==> config.mk <==
export PLATFORM = sky130hd
export DESIGN_NAME = te_sync_gate
export DESIGN_NICKNAME = d
export VERILOG_FILES = /design/src/rtl/te_sync_gate.sv
export SDC_FILE = /design/constraint.sdc
export NUM_CORES = 1
export LEC_CHECK = 0
export BUFFER_PORTS_ARGS = -buffer_cell sky130_fd_sc_hd__buf_4
export CORE_UTILIZATION = 50
export DETAILED_ROUTE_END_ITERATION = 6
export GPL_ROUTABILITY_DRIVEN = 0
export GPL_TIMING_DRIVEN = 1
export PLACE_DENSITY = 0.77
export SETUP_SLACK_MARGIN = 0.15
export SLEW_MARGIN = 20
export SYNTH_ARGS = -nofsm -noshare
export SYNTH_HDL_FRONTEND = slang
export SYNTH_SLANG_ARGS = --single-unit
==> constraint.sdc <==
create_clock -name clk -period 7.7 [get_ports clk]
set_input_delay 0.77 -clock clk [delete_from_list [all_inputs] [get_ports clk]]
set_output_delay 0.77 -clock clk [all_outputs]
set_load 0.01 [all_outputs]
==> src/rtl/te_sync_gate.sv <==
module te_sync_gate #(
  parameter int SYNC_STAGES = 2,
  parameter int WIDTH_W     = 8,
  parameter int LINE_W      = 11
) (
  input  logic               clk,
  input  logic               rst_n,
  input  logic               te_pin,
  input  logic [1:0]         te_mode,
  input  logic               hs_active_high,
  input  logic               vs_active_high,
  input  logic [WIDTH_W-1:0] hs_width,
  input  logic [WIDTH_W-1:0] vs_width,
  input  logic [LINE_W-1:0]  target_line,
  input  logic               start_req,
  input  logic               start_now,
  output logic               go
);

  localparam logic [WIDTH_W-1:0] RUN_MAX = '1;

  typedef enum logic [1:0] {ST_IDLE, ST_WAIT_VS, ST_COUNT} state_t;

  state_t              state;
  logic [SYNC_STAGES-1:0] sync_q;
  logic                te_d;
  logic [WIDTH_W-1:0]  run_len;
  logic [LINE_W-1:0]   line_cnt;

  wire te_s      = sync_q[SYNC_STAGES-1];
  wire run_end   = te_s != te_d;
  wire vs_evt    = run_end && (te_d == vs_active_high) && (run_len >= vs_width);
  wire hs_evt    = run_end && (te_d == hs_active_high) && (run_len >= hs_width) && !vs_evt;
  wire sync_off  = (te_mode == 2'd0) || (te_mode == 2'd3);
  wire [LINE_W-1:0] line_next = line_cnt + 1'b1;

  always_ff @(posedge clk) begin
    if (!rst_n) begin
      sync_q  <= '0;
      te_d    <= 1'b0;
      run_len <= '0;
    end else begin
      sync_q <= {sync_q[SYNC_STAGES-2:0], te_pin};
      te_d   <= te_s;
      if (run_end)
        run_len <= {{(WIDTH_W-1){1'b0}}, 1'b1};
      else if (run_len != RUN_MAX)
        run_len <= run_len + 1'b1;
    end
  end

  always_ff @(posedge clk) begin
    if (!rst_n) begin
      state    <= ST_IDLE;
      line_cnt <= '0;
      go       <= 1'b0;
    end else begin
      go <= 1'b0;
      case (state)
        ST_IDLE:
          if (start_req) begin
            if (start_now || sync_off) go <= 1'b1;
            else                       state <= ST_WAIT_VS;
          end
        ST_WAIT_VS:
          if (vs_evt) begin
            if (te_mode == 2'd1 || target_line == '0) begin
              go    <= 1'b1;
              state <= ST_IDLE;
            end else begin
              line_cnt <= '0;
              state    <= ST_COUNT;
            end
          end
        ST_COUNT:
          if (vs_evt) begin
            line_cnt <= '0;
            if (target_line == '0) begin
              go    <= 1'b1;
              state <= ST_IDLE;
            end
          end else if (hs_evt) begin
            if (line_next == target_line) begin
              go    <= 1'b1;
              state <= ST_IDLE;
            end else begin
              line_cnt <= line_next;
            end
          end
        default: state <= ST_IDLE;
      endcase
    end
  end

  assert_disabled_start_R2: assert property (@(posedge clk) disable iff (!rst_n)
    (state == ST_IDLE && start_req && sync_off) |=> go);

  assert_force_start_R3: assert property (@(posedge clk) disable iff (!rst_n)
    (state == ST_IDLE && start_req && start_now) |=> go);

  assert_mode1_vsync_R6: assert property (@(posedge clk) disable iff (!rst_n)
    (state == ST_WAIT_VS && vs_evt && te_mode == 2'd1) |=> (go && state == ST_IDLE));

  assert_wait_hs_ignored_R7: assert property (@(posedge clk) disable iff (!rst_n)
    (state == ST_WAIT_VS && !vs_evt) |=> !go);

  assert_line_hit_R7: assert property (@(posedge clk) disable iff (!rst_n)
    (state == ST_COUNT && hs_evt && !vs_evt && line_next == target_line) |=> (go && state == ST_IDLE));

  assert_no_go_unarmed_R8: assert property (@(posedge clk) disable iff (!rst_n)
    (state == ST_IDLE && !start_req) |=> !go);

endmodule

==> run summary <==
- **# port buffers** 36
- **average cell area after synthesis** 8.525 um2
- **launching element type of the critical path** input pin
- **sequential area share after synthesis** 0.2377
- **DP Worst Slack** 3.571 ns
- **count of pins on the block boundary** 37
- **MaxCap Viol Count** 0
- **Die Span X** 66.90 um
- **Max Buffers Root-to-Sink** 2
- **Worst Min Path Start** sync_q[0]
- **Placed Instances** 324
- **number of setup buffers added after CTS** 0
- **total wire length** 4479 um
- **final worst setup slack** 3.804 ns
- **Fin Clk Skew** 0.002030 ns
- **Min-Delay Path Class** reg2reg
- **WL per Instance** 13.66 um
- **source of the critical timing path** vs_width[0]
- **# hold bufs at CTS** 0
- **RSZ-0062 raised after global routing** false
- **total die area** 0.004475 mm2
- **clock edge transition at the registers on the reported setup and hold paths** 0.08 ns
- **die boundary height** 66.90 um
- **worst ir drop on vdd** 0.08915 mV
- **total power consumption of the routed design** 0.2567 mW
- **clock period minus worst slack** 3.896 ns
- **number of remaining DRC errors** 0
- **share of post-route cells with drive strength above 1** 0.2086
- **FFs w/ async S/R, synth** 0
- **number of standard cells in the layout, taps in and fillers out** 328
- **library cell occupying the most area in the post-synthesis netlist** sky130_fd_sc_hd__dfxtp_1
- **total via count after detailed routing** 1,895
- **initial standard-cell utilization of the core** 0.5227
- **most common flop cell mapped by yosys** sky130_fd_sc_hd__dfxtp_1
- **overall global routing resource usage** 0.2273
- **final number of setup-violating endpoints** 0
- **FMAX** 0.2567 GHz
- **Yosys warning count** 0
- **P per Cell Area** 105.8 mW/mm2
- **post-DP HPWL** 3553 um
- **post-route core utilization** 0.6025
- **Antenna Violating Nets Remaining** 0
- **Cells after Synth** 247
- **register bit count reported by yosys** 25
- **largest net degree at the start of global routing** 19
- **area share of the largest cell type after synthesis** 0.2377
- **Clock Sink Count** 25
- **area growth from synthesis to layout** 15.27%
- **fill cell total of the finished layout** 372
- **number of violations reported at the end of detailed-routing iteration 0** 116
- **Slew Viols, Final** 0
- **first-pass GRT wire length** 7728 um
- **Final #Nets** 334
- **via count normalized by instance count** 5.777
- **WS Path Type** in2reg
- **Rows** 23
- **clock latency of the later-clocked register in the worst-skew pair** 0.27 ns
- **number of antenna violations at the first check in global routing** 0
- **number of buffers created by CTS** 3
- **hold slack final** 0.4386 ns
- **number of flops mapped to enable cells by yosys** 0
- **TritonCTS clock tree** built
- **post-synthesis net count** 302
- **vias in the first global route** 1,742
- **post-synth cell types** 56
- **Leak** 1.055 nW
- **startpoint of the most critical register-to-register path** run_len[0]
- **final critical-path share of the clock period** 0.5059
- **crit path DAT** 4.04 ns
- **number of resized instances in the post-cts repair step** 0
- **setup_tns** 0 ns
- **number of iterations in the first detailed-routing pass** 4
- **floorplan core area** 0.004029 mm2
- **worst slew pin tran** 0.9635 ns
- **final hold violations** 0
- **sort of element at the end of the critical path** flop
- **Slew headroom** 0.3577
- **CP Data Required Time** 7.84 ns
- **overall overflow remaining after global route** 0
- **final design instance area without fill** 0.002427 mm2
- **Synth area leaders** sky130_fd_sc_hd__dfxtp_1 (24%), sky130_fd_sc_hd__ha_1 (11%), sky130_fd_sc_hd__xor2_1 (4.6%), sky130_fd_sc_hd__o31ai_2 (4.2%), sky130_fd_sc_hd__inv_1 (3.7%)
- **CTS root buffer** sky130_fd_sc_hd__clkbuf_8
- **level count of the clock H-tree** 1
- **run status** complete, no violations
- **Post-Place Cell Area** 0.002382 mm2
- **crit path max fanout** 13
- **Ant. Diodes** 0
- **post-synthesis instance area** 0.002106 mm2
cell families after synthesis:
group	synth area share
mux	0.009507
buf+inv	0.06417
compound gates	0.2175
xor+xnor	0.08319
simple gates	0.2751
flops	0.2377
fa+ha+maj	0.1129
routing by layer:
layer	GRT usage	wire length, um	vias to the layer above
met5	0	0	-
met4	0.08777	48	0
met3	0.04281	193	4
met2	0.3586	2108	41
met1	0.3013	2128	872
li1	-	-	978
cell usage in the layout, fill, tap and decap left out, types with 2 or more instances in the layout:
master | synthesis | layout
sky130_fd_sc_hd__mux2i_1 | 2 | 2
sky130_fd_sc_hd__nand4_1 | 6 | 6
sky130_fd_sc_hd__o311ai_1 | 9 | 9
sky130_fd_sc_hd__nor4_1 | 3 | 3
sky130_fd_sc_hd__nand2b_1 | 5 | 5
sky130_fd_sc_hd__dfxtp_1 | 25 | 25
sky130_fd_sc_hd__ha_1 | 19 | 19
sky130_fd_sc_hd__o22ai_1 | 3 | 3
sky130_fd_sc_hd__o31ai_1 | 2 | 2
sky130_fd_sc_hd__and3_1 | 8 | 8
sky130_fd_sc_hd__nand3b_1 | 2 | 2
sky130_fd_sc_hd__nor3_2 | 4 | 4
sky130_fd_sc_hd__o21a_1 | 2 | 2
sky130_fd_sc_hd__o21ai_1 | 2 | 2
sky130_fd_sc_hd__a31oi_1 | 3 | 3
sky130_fd_sc_hd__and4_1 | 2 | 2
sky130_fd_sc_hd__inv_1 | 21 | 21
sky130_fd_sc_hd__xor2_1 | 11 | 11
sky130_fd_sc_hd__o31ai_2 | 7 | 7
sky130_fd_sc_hd__nor2_1 | 13 | 13
sky130_fd_sc_hd__o21ai_0 | 5 | 5
sky130_fd_sc_hd__xnor2_1 | 9 | 9
sky130_fd_sc_hd__buf_4 | 1 | 36
sky130_fd_sc_hd__a211oi_1 | 2 | 2
sky130_fd_sc_hd__a21oi_1 | 10 | 10
sky130_fd_sc_hd__nand2_1 | 15 | 15
sky130_fd_sc_hd__nor2b_1 | 8 | 8
sky130_fd_sc_hd__and2_1 | 3 | 3
sky130_fd_sc_hd__nand3_1 | 10 | 10
sky130_fd_sc_hd__clkbuf_8 | 0 | 3
sky130_fd_sc_hd__nor3_1 | 4 | 4
power by group:
part / switching [mW] / leakage (nW) / internal (mW)
registers: 0.00340 / 0.203 / 0.132
clock network: 0.0399 / 0.0228 / 0.0370
logic: 0.0197 / 0.830 / 0.0248
total: 0.0630 / 1.06 / 0.194
area by class of cell:
cell class	count	area [um2]	area share
clock buffer	4	45.04	0.01856
inverter	21	78.83	0.03247
multi-input combinational	192	1470	0.6057
sequential	25	500.5	0.2062
tap	50	62.56	0.02577
timing repair buffer	36	270.3	0.1113
path summary, 6_finish.rpt:
check,end,slack [ns],cells after the start
max,line_cnt[0],3.80,9
min,sync_q[1],0.44,1
min reg2reg,sync_q[1],0.44,1
max reg2reg,line_cnt[0],3.90,9
flip-flops by register name, summed over array words and instances (netlist names):
register  flops
te_d          1
go            1
sync_q        2
state         2
run_len       8
line_cnt     11
synthesized netlist by cell type (all sizes together) (2+ instances only):
master / number
nand3: 11
nor2: 14
buf: 6
or4: 2
nor3: 8
a31oi: 3
o21a: 2
and4: 2
nor2b: 8
nand3b: 2
and3: 8
xor2: 11
o31ai: 9
o22ai: 3
clkbuf: 3
dfxtp: 25
nand4: 6
ha: 19
nor4: 4
nand2b: 5
mux2i: 2
a211oi: 3
xnor2: 9
o311ai: 10
a21oi: 10
and2: 3
inv: 21
nand2: 16
o21ai: 7
critical path, stage by stage:
cell and delay, ns:
sky130_fd_sc_hd__buf_4 0.11, sky130_fd_sc_hd__ha_1 0.26, sky130_fd_sc_hd__nand2b_1 0.13, sky130_fd_sc_hd__a2111o_1 0.40, sky130_fd_sc_hd__a32oi_1 0.78, sky130_fd_sc_hd__o2111ai_2 0.29
sky130_fd_sc_hd__nor4_4 0.58, sky130_fd_sc_hd__or4_1 0.57, sky130_fd_sc_hd__o22ai_1 0.14
(Power assumes the default switching activity.)
